==> config.mk <==
export PLATFORM = sky130hd
export DESIGN_NAME = ra_parity_encoder
export DESIGN_NICKNAME = d
export VERILOG_FILES = /design/src/rtl/ra_enc_pkg.sv /design/src/rtl/ra_frame_seq.sv /design/src/rtl/ra_check_bank.sv /design/src/rtl/ra_chain_acc.sv /design/src/rtl/ra_parity_encoder.sv
export SDC_FILE = /design/constraint.sdc
export NUM_CORES = 1
export LEC_CHECK = 0
export BUFFER_PORTS_ARGS = -buffer_cell sky130_fd_sc_hd__clkbuf_2
export CELL_PAD_IN_SITES_DETAIL_PLACEMENT = 0
export CELL_PAD_IN_SITES_GLOBAL_PLACEMENT = 1
export CORE_ASPECT_RATIO = 1.75
export CORE_MARGIN = 1.5
export CORE_UTILIZATION = 39
export DETAILED_ROUTE_END_ITERATION = 16
export HOLD_SLACK_MARGIN = 0.1
export PLACE_DENSITY = 0.79
export SYNTH_ARGS = -nofsm -noshare
export SYNTH_HDL_FRONTEND = slang
export SYNTH_HIERARCHICAL = 1
export SYNTH_SLANG_ARGS = --single-unit
==> constraint.sdc <==
create_clock -name clk -period 1.6 [get_ports clk]
set_input_delay 0 -clock clk [delete_from_list [all_inputs] [get_ports clk]]
set_output_delay 0 -clock clk [all_outputs]
set_load 0.02 [all_outputs]
==> src/rtl/ra_enc_pkg.sv <==
// Shared types for the repeat-accumulate parity encoder.
// Assumes nothing beyond a single clock domain.
package ra_enc_pkg;
    // Frame phase: data bits pass through, then parity bits are emitted.
    typedef enum logic {
        PH_DATA   = 1'b0,
        PH_PARITY = 1'b1
    } enc_phase_t;
endpackage

==> src/rtl/ra_frame_seq.sv <==
// Frame sequencer: counts accepted data bits and emitted parity bits and
// switches between the data and parity phases.
// Assumes in_valid and out_ready are known after reset.
module ra_frame_seq
    import ra_enc_pkg::*;
#(
    parameter int K = 12,
    parameter int M = 6,
    localparam int DW = (K > 1) ? $clog2(K) : 1,
    localparam int PW = (M > 1) ? $clog2(M) : 1
) (
    input  logic          clk,
    input  logic          rst_n,
    input  logic          in_valid,
    input  logic          out_ready,
    output enc_phase_t    phase,
    output logic [DW-1:0] data_idx,
    output logic [PW-1:0] par_idx,
    output logic          data_fire,
    output logic          par_fire,
    output logic          frame_done
);

    // Handshake qualifiers for each phase.
    always_comb begin
        data_fire  = (phase == PH_DATA) && in_valid && out_ready;
        par_fire   = (phase == PH_PARITY) && out_ready;
        frame_done = par_fire && (par_idx == PW'(M - 1));
    end

    // Phase and position counters.
    always_ff @(posedge clk) begin
        if (!rst_n) begin
            phase    <= PH_DATA;
            data_idx <= '0;
            par_idx  <= '0;
        end else if (data_fire) begin
            if (data_idx == DW'(K - 1)) begin
                data_idx <= '0;
                phase    <= PH_PARITY;
            end else begin
                data_idx <= data_idx + 1'b1;
            end
        end else if (par_fire) begin
            if (frame_done) begin
                par_idx <= '0;
                phase   <= PH_DATA;
            end else begin
                par_idx <= par_idx + 1'b1;
            end
        end
    end

    // parity phase is entered only after the K-th data bit.
    assert_enter_parity_R2: assert property (@(posedge clk) disable iff (!rst_n)
        $rose(phase == PH_PARITY) |-> ($past(data_idx) == DW'(K - 1)));

    // data phase resumes only after the final parity bit.
    assert_leave_parity_R5: assert property (@(posedge clk) disable iff (!rst_n)
        $fell(phase == PH_PARITY) |-> ($past(par_idx) == PW'(M - 1)));

    // a stalled parity phase keeps its position.
    assert_parity_hold_R6: assert property (@(posedge clk) disable iff (!rst_n)
        (phase == PH_PARITY && !out_ready) |=> (phase == PH_PARITY && $stable(par_idx)));

endmodule

==> src/rtl/ra_check_bank.sv <==
// Check bank: one running XOR per check, fed by the data bits that the
// connection masks attach to it. Cleared at the end of each frame.
// Assumes data_idx < K whenever data_fire is high.
module ra_check_bank #(
    parameter int K = 12,
    parameter int M = 6,
    parameter logic [M*K-1:0] CHECK_MASKS = '0,
    localparam int DW = (K > 1) ? $clog2(K) : 1
) (
    input  logic          clk,
    input  logic          rst_n,
    input  logic          data_fire,
    input  logic          data_bit,
    input  logic [DW-1:0] data_idx,
    input  logic          clear,
    output logic [M-1:0]  sums
);

    for (genvar g = 0; g < M; g++) begin : g_check
        localparam logic [K-1:0] ROW = CHECK_MASKS[g*K +: K];
        logic sum_q;

        // Fold the accepted bit into this check if the mask selects it.
        always_ff @(posedge clk) begin
            if (!rst_n || clear) begin
                sum_q <= 1'b0;
            end else if (data_fire && ROW[data_idx]) begin
                sum_q <= sum_q ^ data_bit;
            end
        end

        assign sums[g] = sum_q;
    end

    // every frame starts with empty check sums.
    assert_bank_clear_R4: assert property (@(posedge clk) disable iff (!rst_n)
        clear |=> (sums == '0));

    // no data bit is taken in the cycle a frame closes.
    assert_fire_excl_R5: assert property (@(posedge clk) disable iff (!rst_n)
        !(data_fire && clear));

endmodule

==> src/rtl/ra_chain_acc.sv <==
// Chained accumulator: the single two-state datapath reused for every
// parity bit. Its output is the stored previous parity XOR the current
// check sum. Assumes check_sum is stable while step is low.
module ra_chain_acc (
    input  logic clk,
    input  logic rst_n,
    input  logic step,
    input  logic clear,
    input  logic check_sum,
    output logic par_bit
);

    logic acc_q;

    // Current parity bit from the stored chain state.
    assign par_bit = acc_q ^ check_sum;

    // Store each emitted parity bit; restart the chain at frame end.
    always_ff @(posedge clk) begin
        if (!rst_n || clear) begin
            acc_q <= 1'b0;
        end else if (step) begin
            acc_q <= par_bit;
        end
    end

    // the chain starts from zero in each frame.
    assert_chain_restart_R4: assert property (@(posedge clk) disable iff (!rst_n)
        clear |=> (acc_q == 1'b0));

endmodule

==> src/rtl/ra_parity_encoder.sv <==
// Systematic repeat-accumulate encoder top. Data bits pass through to the
// output while being folded into per-check sums. The chained parity bits
// follow, with out_last on the final one.
// Assumes CHECK_MASKS holds one K-bit mask per check, check i at [i*K +: K].
module ra_parity_encoder
    import ra_enc_pkg::*;
#(
    parameter int K = 12,
    parameter int M = 6,
    parameter logic [M*K-1:0] CHECK_MASKS = {12'h88E, 12'h649, 12'h1A6,
                                            12'h859, 12'h626, 12'h111},
    localparam int DW = (K > 1) ? $clog2(K) : 1,
    localparam int PW = (M > 1) ? $clog2(M) : 1
) (
    input  logic clk,
    input  logic rst_n,
    input  logic in_valid,
    output logic in_ready,
    input  logic in_bit,
    output logic out_valid,
    input  logic out_ready,
    output logic out_bit,
    output logic out_last
);

    enc_phase_t    phase;
    logic [DW-1:0] data_idx;
    logic [PW-1:0] par_idx;
    logic          data_fire;
    logic          par_fire;
    logic          frame_done;
    logic [M-1:0]  sums;
    logic          sel_sum;
    logic          par_bit;

    ra_frame_seq #(.K(K), .M(M)) seq_i (
        .clk        (clk),
        .rst_n      (rst_n),
        .in_valid   (in_valid),
        .out_ready  (out_ready),
        .phase      (phase),
        .data_idx   (data_idx),
        .par_idx    (par_idx),
        .data_fire  (data_fire),
        .par_fire   (par_fire),
        .frame_done (frame_done)
    );

    ra_check_bank #(.K(K), .M(M), .CHECK_MASKS(CHECK_MASKS)) bank_i (
        .clk       (clk),
        .rst_n     (rst_n),
        .data_fire (data_fire),
        .data_bit  (in_bit),
        .data_idx  (data_idx),
        .clear     (frame_done),
        .sums      (sums)
    );

    // Pick the sum of the check whose parity bit is being emitted.
    assign sel_sum = sums[par_idx];

    ra_chain_acc acc_i (
        .clk       (clk),
        .rst_n     (rst_n),
        .step      (par_fire),
        .clear     (frame_done),
        .check_sum (sel_sum),
        .par_bit   (par_bit)
    );

    // Output stream mux and input back-pressure by phase.
    always_comb begin
        if (phase == PH_DATA) begin
            in_ready  = out_ready;
            out_valid = in_valid;
            out_bit   = in_bit;
            out_last  = 1'b0;
        end else begin
            in_ready  = 1'b0;
            out_valid = 1'b1;
            out_bit   = par_bit;
            out_last  = (par_idx == PW'(M - 1));
        end
    end

    // a stalled parity bit keeps its value.
    assert_stall_bit_R6: assert property (@(posedge clk) disable iff (!rst_n)
        (out_valid && !out_ready && phase == PH_PARITY) |=> ($stable(out_bit) && $stable(out_last)));

    // the last flag is followed by the data phase of a fresh frame.
    assert_last_once_R2: assert property (@(posedge clk) disable iff (!rst_n)
        (out_valid && out_ready && out_last) |=> !out_last);

endmodule

==> metrics.txt, run 1 <==
count of state elements after synthesis=15; Setup TNS=-0.214 ns; Initial Utilization=0.407; Hold Vio Cnt, Final=0; global-route wire length before repair=about 3.5 mm; post-synthesis simple-gate area fraction=0.260; placer congestion estimate=roughly 0.8; Cell Rows=24; Crit path largest cell delay=approximately 0.52 ns; share of layout cells above drive strength 1=0.305; Filler cells=~240; post-synthesis compound-gate area fraction=0.146; Die Ht=around 70 um; commonest non-fill, non-tap cells in the layout=dfxtp_1, nand2_1; Sink Count=15; Pre-antenna DRT Iters=4; final net count=around 140; Detail Route Antenna Nets=0; Non-Filler Instances=154; Least-Margin Pin Slew=~0.53 ns; drt total wl=between 2 and 2.5 mm; core area=0.00246 mm^2; max_slew headroom=0.645; Post-Syn Area per Cell=8.87 um^2; IO Count=9; clk slew on worst S/H paths=approximately 0.060 ns; cts bufs inserted=3; Leak=0.475 nW; pin count of the biggest net entering global routing=15; ANT cells=0; HP Class=in -> reg; PortBufs=8; Final Setup Violations=1; Synth Area in Adders=0.0999; crit path DAT=1.81 ns; drt initial violations=8; utilization after layout=0.489; worst setup margin=-0.214 ns; crit path kind=reg -> out; die area=between 0.002 and 0.003 mm^2; failing checks=setup timing; Syn-to-layout area delta=20.1%; Slew Limit Fails=0; CTS tree=built; multiplexer area fraction after synthesis=0.0649; Final Critical Period=~1.8 ns; Synth Cell Area=~0.0010 mm^2; startpoint types=register; Clock Path Buffers=2; Crit-path slowest cell=mux4_2; crit path capture type=output port; status=complete, but fails checks; Max-Cap Viols=0; Seq/Total Area, Yosys=0.300; die width=just over 40 um; xor/xnor share of the synthesized area=0.0437; Post-Synthesis Cells=113; Crit Path Max Fanout=2; clock skew after layout=around 0.0013 ns; DP HPWL=1.72 mm; commonest non-fill, non-tap cell in the layout=dfxtp_1; Skew-Pair Late Insertion Delay=between 0.2 and 0.3 ns; syn_nets=around 130; peak supply drop=380 uV; period utilization=1.13; R2R Setup Slk=0.06 ns; initial antenna violation count=0; main combinational cell family by area after synthesis=simple AND/OR/NAND/NOR gates; Max Fclk=between 500 and 600 MHz; CP Cell Sequence=mux4_2, o2bb2ai_4, xor2_1, mux2_4, buf_6; placed insts=approximately 150; H-tree Lvls=1; Clock Tree Root=clkbuf_8; Synth warnings=6; number of distinct library cells after synthesis=40; via density per instance=approximately 5.5; power per cell area=681 mW/mm^2; overflow left after global routing=0; number of global-route vias before repair=between 800 and 900; detailed-route via count=about 840; Avg WL per Cell=14.7 um; GRT Total Usage=0.175; Post-route DRC=0; CP required=1.60 ns; unrepaired setup endpoints after global routing=yes
==> worst max-delay path: cells and delay by family, from the launching register on <==
family / cells / cell delay (ns)
multiplexers: 2 / 0.78
flip-flops: 1 / 0.34
AO/OA/AOI/OAI: 1 / 0.16
XOR/XNOR: 1 / 0.15
buffers and inverters: 1 / 0.13
==> power breakdown <==
part	internal [mW]	switching [mW]	total (mW)
logic	0.0558	0.0607	0.116
registers	0.383	0.00558	0.388
clock network	0.177	0.139	0.316
==> state kept, by name (all words and copies together) (netlist names) <==
| name | flops |
|---|---|
| acc_i/acc_q | 1 |
| seq_i/data_idx | 4 |
| seq_i/phase | 1 |
| seq_i/par_idx | 3 |
| bank_i/g_check.sum_q | 6 |
==> cell families after synthesis <==
group                    after synthesis
flip-flops                            15
buffers and inverters                 15
adder cells (fa/ha/maj)                8
AO/OA/AOI/OAI                         23
AND/OR/NAND/NOR                       42
XOR/XNOR                               5
multiplexers                           5
==> per-layer routing <==
layer	global-route usage	up-vias	wire length, um
li1	-	420	-
met1	0.166	407	868
met2	0.309	11	1300
met3	0.0444	6	43
met4	0.0860	0	52
met5	0	-	0
==> repair_timing <==
item                       in CTS  in global routing
pin swaps                       0                  1
setup endpoints to repair       1                  5
buffers inserted                0                  1
hold endpoints to repair        2                  0
hold buffers                    2                  0
resized for setup               2                 10
==> per-stage QoR <==
step	hold WS (ns)	setup slack, ns	power [mW]	area [um^2]
3_5_place_dp	0.292	0.0146	0.492	1070
2_1_floorplan	0.140	0.0327	0.464	1000
3_3_place_gp	0.274	0.0598	0.487	1070
4_1_cts	0.141	-0.215	0.815	1140
6_report	0.147	-0.214	0.820	1200
5_1_grt	0.180	-0.260	0.858	1200
==> path summary, 6_finish.rpt <==
check / depth (start not counted) / from / to
setup / recovery: 5 / seq_i/par_idx[0]$_SDFFE_PN0P_ / out_bit
hold / removal: 4 / in_bit / bank_i/g_check[3].sum_q$_SDFFE_PP0P_
setup reg to reg: 5 / seq_i/par_idx[0]$_SDFFE_PN0P_ / acc_i/acc_q$_SDFFE_PP0P_
hold reg to reg: 2 / bank_i/g_check[4].sum_q$_SDFFE_PP0P_ / bank_i/g_check[4].sum_q$_SDFFE_PP0P_
==> layout make-up <==
class | instances | area [um^2] | share of cell area
Sequential cell | 15 | 304 | 0.253
Multi-Input combinational cell | 83 | 666 | 0.553
Tap cell | 26 | 32.5 | 0.0270
Inverter | 8 | 30.0 | 0.0249
Timing Repair Buffer | 18 | 126 | 0.105
Clock buffer | 4 | 45.0 | 0.0374
==> synth_stat cells <==
cell / count / area (um^2)
a21bo_1: 1 / 10.0
a21oi_1: 9 / 45.0
a21oi_2: 1 / 8.76
a221oi_1: 1 / 8.76
a22oi_1: 1 / 7.51
a31oi_1: 1 / 6.26
and3b_1: 1 / 8.76
and4b_2: 1 / 11.3
buf_4: 6 / 45.0
buf_6: 1 / 11.3
dfxtp_1: 15 / 300
ha_1: 8 / 100
inv_1: 8 / 30.0
mux2_2: 2 / 22.5
mux2i_1: 2 / 20.0
mux4_2: 1 / 22.5
nand2_1: 9 / 33.8
nand2b_1: 3 / 18.8
nand3_1: 3 / 15.0
nand3b_1: 1 / 7.51
nand3b_4: 1 / 20.0
nand4_1: 1 / 6.26
nand4b_1: 1 / 8.76
nor2_1: 8 / 30.0
nor2b_1: 1 / 6.26
nor2b_4: 1 / 13.8
nor3_1: 1 / 5.00
o2111ai_1: 1 / 8.76
o21ai_0: 6 / 30.0
o2bb2ai_1: 1 / 8.76
o31ai_2: 1 / 12.5
or2_2: 1 / 6.26
or2b_1: 1 / 7.51
or3_1: 3 / 18.8
or3_2: 1 / 7.51
or3b_2: 2 / 17.5
or4_1: 1 / 7.51
or4b_1: 1 / 10.0
xnor2_1: 2 / 17.5
xor2_1: 3 / 26.3
No activity file was read; power rests on OpenSTA's default activity.
==> run 2: changes to the inputs <==
--- a/config.mk
+++ b/config.mk
@@ -5,15 +5,16 @@
 export SDC_FILE = /design/constraint.sdc
 export NUM_CORES = 1
 export LEC_CHECK = 0
+export ABC_AREA = 1
 export BUFFER_PORTS_ARGS = -buffer_cell sky130_fd_sc_hd__clkbuf_2
 export CELL_PAD_IN_SITES_DETAIL_PLACEMENT = 0
 export CELL_PAD_IN_SITES_GLOBAL_PLACEMENT = 1
 export CORE_ASPECT_RATIO = 1.75
 export CORE_MARGIN = 1.5
-export CORE_UTILIZATION = 39
+export CORE_UTILIZATION = 36
 export DETAILED_ROUTE_END_ITERATION = 16
 export HOLD_SLACK_MARGIN = 0.1
-export PLACE_DENSITY = 0.79
+export PLACE_DENSITY = 0.78
 export SYNTH_ARGS = -nofsm -noshare
 export SYNTH_HDL_FRONTEND = slang
 export SYNTH_HIERARCHICAL = 1
==> metrics.txt, run 2 <==
status=complete, no violations (was complete, but fails checks); Final Setup Violations=0 (was 1); commonest non-fill, non-tap cells in the layout=nand2_1, inv_1, nor2_1 (was dfxtp_1, nand2_1); CTS tree=built (unchanged); most common library cells after synthesis=nand2_1, inv_1, nor2_1 (was dfxtp_1, a21oi_1, nand2_1); placer congestion estimate=0.805 (was 0.821); die area=0.00332 mm^2 (was 0.00289 mm^2); Crit path max-delay family=simple AND/OR/NAND/NOR gates (was multiplexers); startpoint types=register (unchanged); leading area contributor after synthesis=dfxtp_1 (unchanged); crit path DAT=1.45 ns (was 1.81 ns); Max Fclk=691 MHz (was 551 MHz); Post-Synthesis Cells=166 (was 113); Seq/Total Area, Yosys=0.281 (was 0.300); Sink Count=15 (unchanged); overflow left after global routing=0 (unchanged); count leader, synth=nand2_1 (was dfxtp_1); post-synth top area share=0.281 (was 0.300); crit path kind=reg -> out (unchanged); Synth Cell Area=0.00107 mm^2 (was 0.00100 mm^2); Non-Filler Instances=203 (was 154); Final Cell Area=0.00119 mm^2 (was 0.00120 mm^2); DP HPWL=1.75 mm (was 1.72 mm); ANT cells=0 (unchanged); Max-Cap Viols=0 (unchanged); die width=44.2 um (was 41.3 um); core area=0.00286 mm^2 (was 0.00246 mm^2); Leak=0.571 nW (was 0.475 nW); total power=837 uW (was 820 uW); via density per instance=4.74 (was 5.48); Area after DPL=0.00111 mm^2 (was 0.00107 mm^2); Crit Path Max Fanout=6 (was 2); clock skew after layout=0.00735 ns (was 0.00126 ns); placed insts=197 (was 147); peak supply drop=396 uV (was 380 uV); period utilization=0.905 (was 1.13); Post-Syn Area per Cell=6.44 um^2 (was 8.87 um^2); Post-synth EDFFs=0 (unchanged); Skew-Pair Late Insertion Delay=0.25 ns (about the same); clk slew on worst S/H paths=0.07 ns (was 0.06 ns); drt total wl=2.12 mm (was 2.26 mm); Slew Limit Fails=0 (unchanged); share of layout cells above drive strength 1=0.234 (was 0.305); IO Count=9 (unchanged); Largest Register=bank_i/g_check.sum_q (unchanged); cell mode on critical path=nand2_1; Die Ht=75.1 um (was 70.1 um); top flop regs=bank_i/g_check.sum_q (6), seq_i/data_idx (4), seq_i/par_idx (3) (unchanged); Hold Vio Cnt, Final=0 (unchanged); number of global-route vias before repair=936 (was 851); Setup TNS=0 ns (was -0.214 ns); cts bufs inserted=3 (unchanged); global-route wire length before repair=3.81 mm (was 3.53 mm); Cell Rows=26 (was 24); HP Class=in -> reg (unchanged); CP Cell Sequence=inv_2, nand2_1, nand3_1, nand2_1, nand2_1, nand2_2, inv_1, nand2_1, nand2_1, nand2_1, nand2_1, buf_4 (was mux4_2, o2bb2ai_4, xor2_1, mux2_4, buf_6); Syn-to-layout area delta=11.6% (was 20.1%); Least-Margin Pin Slew=0.340 ns (was 0.531 ns); max FFs per register=6 (unchanged); commonest non-fill, non-tap cell in the layout=nand2_1 (was dfxtp_1); initial antenna violation count=0 (unchanged); Crit path largest cell delay=0.39 ns (was 0.52 ns); worst path bufs/invs=3 (was 1); Pre-antenna DRT Iters=4 (unchanged); Clock Path Buffers=2 (unchanged); Clock Tree Root=clkbuf_8 (unchanged); pin count of the biggest net entering global routing=10 (was 15); Post-route DRC=0 (unchanged); Post-synth ARST share=0 (unchanged); crit path capture type=output port (unchanged); final net count=189 (was 142); max_slew headroom=0.773 (was 0.645); Synth warnings=6 (unchanged); GRT Total Usage=0.156 (was 0.175); number of distinct library cells after synthesis=21 (was 40); syn_nets=179 (was 126); H-tree Lvls=1 (unchanged); power per cell area=702 mW/mm^2 (was 681 mW/mm^2); leading post-synthesis cells by cell area=dfxtp_1, nand2_1, ha_1 (was dfxtp_1, ha_1, a21oi_1); PortBufs=8 (unchanged); unrepaired setup endpoints after global routing=yes (unchanged); Detail Route Antenna Nets=0 (unchanged); drt initial violations=20 (was 8); Avg WL per Cell=10.4 um (was 14.7 um); CP required=1.60 ns (about the same); ys flop type=dfxtp_1 (unchanged); Final Critical Period=1.45 ns (was 1.81 ns); Crit-path slowest cell=dfxtp_4 (was mux4_2); detailed-route via count=962 (was 844); Initial Utilization=0.373 (was 0.407); count of state elements after synthesis=15 (unchanged)
==> run 2: final timing paths <==
path / startpoint / endpoint / slack, ns / depth (start not counted)
worst max-delay path: seq_i/par_idx[0]$_SDFFE_PN0P_ / out_bit / 0.15 / 12
worst min register to register: bank_i/g_check[3].sum_q$_SDFFE_PP0P_ / bank_i/g_check[3].sum_q$_SDFFE_PP0P_ / 0.52 / 2
worst min-delay path: in_valid / seq_i/data_idx[2]$_SDFFE_PN0N_ / 0.11 / 4
worst max register to register: seq_i/par_idx[0]$_SDFFE_PN0P_ / bank_i/g_check[0].sum_q$_SDFFE_PP0P_ / 0.22 / 6
==> run 2: worst reg2reg max path, stage by stage, from the launching register on <==
cell and delay, ns:
dfxtp_4 0.37, buf_4 0.14, ha_1 0.20, nand3_1 0.12, inv_1 0.08, nor2_2 0.22, and3_1 0.18
==> run 2: logic make-up (layout without fill, tap and decap cells) <==
| kind of cell | Yosys count | in the layout | synth area share |
|---|---|---|---|
| xor+xnor | 2 | 2 | 0.0164 |
| compound gates | 16 | 16 | 0.0831 |
| simple gates | 87 | 87 | 0.371 |
| buf+inv | 38 | 47 | 0.155 |
| fa+ha+maj | 8 | 8 | 0.0937 |
| flops | 15 | 15 | 0.281 |
==> run 2: what timing repair did <==
action | 4_1_cts | 5_1_grt
pin swaps | 0 | 2
hold endpoints to repair | 8 | 0
setup buffers | 0 | 1
hold buffers | 1 | 0
resized for setup | 1 | 11
setup endpoints to repair | 1 | 3
==> run 2: report_power, final <==
group	internal, mW	leakage (nW)	switching [mW]
registers	0.381	0.124	0.00952
logic	0.0515	0.421	0.0832
clock network	0.172	0.0255	0.139
==> run 2: layout make-up <==
class | instances | area, um^2
fillers | 313 | 1670
multi-input cells | 113 | 614
flip-flops and latches | 15 | 309
inverters | 32 | 120
repair buffers | 11 | 67.6
clock buffers | 3 | 41.3
well taps | 28 | 35.0
clock inverters | 1 | 5.00
==> run 2: per-stage QoR <==
stage / worst slack (ns) / utilization / hold slack (ns)
6_report: 0.152 / 0.417 / 0.107
5_1_grt: 0.00431 / 0.417 / 0.161
4_1_cts: 0.0197 / 0.406 / 0.101
3_5_place_dp: 0.167 / 0.386 / 0.330
3_3_place_gp: 0.233 / 0.386 / 0.335
2_1_floorplan: 0.233 / - / 0.115
==> run 2: routing by layer <==
layer | vias to the layer above | GRT usage | routed length [um]
li1 | 522 | - | -
met5 | - | 0 | 0
met2 | 12 | 0.292 | 1140
met1 | 421 | 0.160 | 869
met4 | 0 | 0.0808 | 67
met3 | 7 | 0.0240 | 43
==> run 3: changes to the inputs <==
--- a/config.mk
+++ b/config.mk
@@ -5,17 +5,17 @@
 export SDC_FILE = /design/constraint.sdc
 export NUM_CORES = 1
 export LEC_CHECK = 0
-export ABC_AREA = 1
+export ABC_AREA = 0
 export BUFFER_PORTS_ARGS = -buffer_cell sky130_fd_sc_hd__clkbuf_2
 export CELL_PAD_IN_SITES_DETAIL_PLACEMENT = 0
 export CELL_PAD_IN_SITES_GLOBAL_PLACEMENT = 1
 export CORE_ASPECT_RATIO = 1.75
 export CORE_MARGIN = 1.5
-export CORE_UTILIZATION = 36
+export CORE_UTILIZATION = 40
 export DETAILED_ROUTE_END_ITERATION = 16
 export HOLD_SLACK_MARGIN = 0.1
-export PLACE_DENSITY = 0.78
+export PLACE_DENSITY = 0.79
+export SLEW_MARGIN = 20
 export SYNTH_ARGS = -nofsm -noshare
 export SYNTH_HDL_FRONTEND = slang
-export SYNTH_HIERARCHICAL = 1
 export SYNTH_SLANG_ARGS = --single-unit
==> metrics.txt, run 3 <==
drt total wl=2.31 mm (was 2.12 mm); via density per instance=5.08 (was 4.74); Synth warnings=0 (was 6); ys flop type=dfxtp_1 (unchanged); utilization after layout=0.613 (was 0.417); status=complete, but fails checks (was complete, no violations); routed wl met2=1.38 mm (was 1.14 mm); Final Cell Area=0.00155 mm^2 (was 0.00119 mm^2); period utilization=1.27 (was 0.905); unrepaired setup endpoints after global routing=yes (unchanged); pre-CTS setup slack=-0.419 ns (was 0.167 ns); Cell Rows=24 (was 26); HP Class=in -> reg (unchanged); Filler cells=230 (was 313); Post-synth ARST share=0 (unchanged); PortBufs=8 (unchanged); Non-Filler Instances=178 (was 203); DR top layer=met4 (unchanged); crit path kind=reg -> reg (was reg -> out); Hold Path End=acc_i.acc_q$_SDFFE_PP0P_ (was seq_i/data_idx[2]$_SDFFE_PN0N_); Die Ht=71.8 um (was 75.1 um); drt initial violations=14 (was 20); Clock Path Buffers=2 (unchanged); number of distinct library cells after synthesis=39 (was 21); Post-synth EDFFs=0 (unchanged); crit path capture type=register (was output port); commonest non-fill, non-tap cells in the layout=buf_4, dfxtp_1, nor2_1 (was nand2_1, inv_1, nor2_1); Final Critical Period=2.03 ns (was 1.45 ns); DP HPWL=1.69 mm (was 1.75 mm); Area after DPL=0.00132 mm^2 (was 0.00111 mm^2); Skew-Pair Late Insertion Delay=0.26 ns (was 0.25 ns); power per cell area=683 mW/mm^2 (was 702 mW/mm^2); Max Fclk=493 MHz (was 691 MHz); Avg WL per Cell=13.0 um (was 10.4 um); CTS tree=built (unchanged); Metal-1 WL=859 um (was 869 um); Crit Path Max Fanout=2 (was 6); initial antenna violation count=0 (unchanged); IO Count=9 (unchanged); Post-Synthesis Cells=115 (was 166); Final Setup Violations=6 (was 0); post-synth top area share=0.389 (was 0.281); Clock Tree Root=clkbuf_8 (unchanged); failing checks=setup timing; core area=0.00252 mm^2 (was 0.00286 mm^2); die area=0.00304 mm^2 (was 0.00332 mm^2); max_slew headroom=0.821 (was 0.773); final net count=166 (was 189); Initial Utilization=0.429 (was 0.373); R2R Setup Slk=-0.43 ns (was 0.22 ns); ANT cells=0 (unchanged); die width=42.3 um (was 44.2 um); worst setup margin=-0.427 ns (was 0.152 ns); CTS hold repair buffers=0 (was 1); clk slew on worst S/H paths=0.07 ns (about the same); count leader, synth=dfxtp_1 (was nand2_1); commonest non-fill, non-tap cell in the layout=buf_4 (was nand2_1); clock skew after layout=0.00339 ns (was 0.00735 ns); number of global-route vias before repair=978 (was 936); startpoint types=register (unchanged); crit path DAT=2.18 ns (was 1.45 ns); Sink Count=21 (was 15); overflow left after global routing=0 (unchanged); Pre-antenna DRT Iters=2 (was 4); pin count of the biggest net entering global routing=12 (was 10); placer congestion estimate=0.760 (was 0.805); global-route wire length before repair=4.00 mm (was 3.81 mm); r2r startpoint=seq_i.data_idx[0]$_SDFFE_PN0N_ (was seq_i/par_idx[0]$_SDFFE_PN0P_); hold depth=3 (was 4); CP required=1.75 ns (was 1.60 ns); r2r worst-path depth=10 (was 6); Post-route DRC=0 (unchanged); Synth Cell Area=0.00108 mm^2 (was 0.00107 mm^2); share of layout cells above drive strength 1=0.487 (was 0.234); Leak=0.661 nW (was 0.571 nW); most common library cells after synthesis=dfxtp_1, nor2_1, nand2_1 (was nand2_1, inv_1, nor2_1); Seq/Total Area, Yosys=0.389 (was 0.281); Syn-to-layout area delta=42.9% (was 11.6%); met3 wire length=20 um (was 43 um); cts bufs inserted=3 (unchanged); Least-Margin Pin Slew=0.265 ns (was 0.340 ns); Detail Route Antenna Nets=0 (unchanged); peak supply drop=391 uV (was 396 uV); Post-Syn Area per Cell=9.40 um^2 (was 6.44 um^2); detailed-route via count=904 (was 962); count of state elements after synthesis=21 (was 15); H-tree Lvls=1 (unchanged); GRT Total Usage=0.170 (was 0.156); Hold Vio Cnt, Final=0 (unchanged); leading area contributor after synthesis=dfxtp_1 (unchanged); hold wc startpoint=rst_n (was in_valid); placed insts=168 (was 197); Max-Cap Viols=0 (unchanged); Slew Limit Fails=0 (unchanged); syn_nets=128 (was 179); leading post-synthesis cells by cell area=dfxtp_1, ha_1, xor2_1 (was dfxtp_1, nand2_1, ha_1)
run 3: final cells by class:
type                    count  area [um^2]  area share
clock buffers               4         45.0      0.0291
flip-flops and latches     21          424       0.274
multi-input cells          85          747       0.483
repair buffers             36          274       0.177
well taps                  26         32.5      0.0211
inverters                   6         22.5      0.0146
run 3: critical path: stages, from the launching register on:
cell	delay, ns
dfxtp_2	0.34
ha_4	0.15
and2b_1	0.17
a211oi_2	0.24
a21oi_2	0.07
nor2_2	0.15
inv_2	0.07
ha_4	0.25
or2b_1	0.25
a21oi_2	0.19
a21oi_2	0.04
run 3: kinds of logic (layout without fill, tap and decap cells):
family / count (synthesis) / in the layout / share of synthesized area
muxes: 5 / 5 / 0.0590
adders and majority gates: 8 / 8 / 0.0926
buffers and inverters: 9 / 46 / 0.0393
xor gates and xnor gates: 9 / 9 / 0.0729
AOI/OAI and AO/OA: 18 / 18 / 0.123
DFF: 21 / 21 / 0.389
and+or+nand+nor: 45 / 45 / 0.225
run 3: report_power, final:
group	total [mW]	switching, mW	internal (mW)
clock	0.339	0.161	0.177
combinational	0.158	0.0769	0.0808
sequential	0.560	0.0110	0.549
run 3: repair_timing:
item                       CTS  global route
buffers inserted             5             5
resized for setup            7            22
pin swaps                    5            13
setup endpoints to repair    8             9
run 3: how the worst max path moves through the flow:
stage	start	end
floorplan	seq_i.data_idx[0]$_SDFFE_PN0N_	register
global placement	seq_i.data_idx[1]$_SDFFE_PN0N_	register
detailed placement	seq_i.data_idx[1]$_SDFFE_PN0N_	register
CTS	seq_i.data_idx[1]$_SDFFE_PN0N_	register
global route	seq_i.data_idx[0]$_SDFFE_PN0N_	register
finish	seq_i.data_idx[0]$_SDFFE_PN0N_	register
run 3: layer usage:
metal / vias to the layer above / track usage
met2: 5 / 0.332
li1: 472 / -
met1: 422 / 0.162
met5: - / 0
met4: 0 / 0.0903
met3: 5 / 0.0252
run 3: metrics by stage:
stage	setup TNS [ns]	hold slack (ns)	total power [mW]
final	-1.77	0.135	1.06
after global routing	-2.40	0.155	1.11
after CTS	-1.74	0.175	1.05
after floorplan	-1.46	0.140	0.651
after detailed placement	-1.57	0.382	0.701
after global placement	-1.38	0.373	0.697
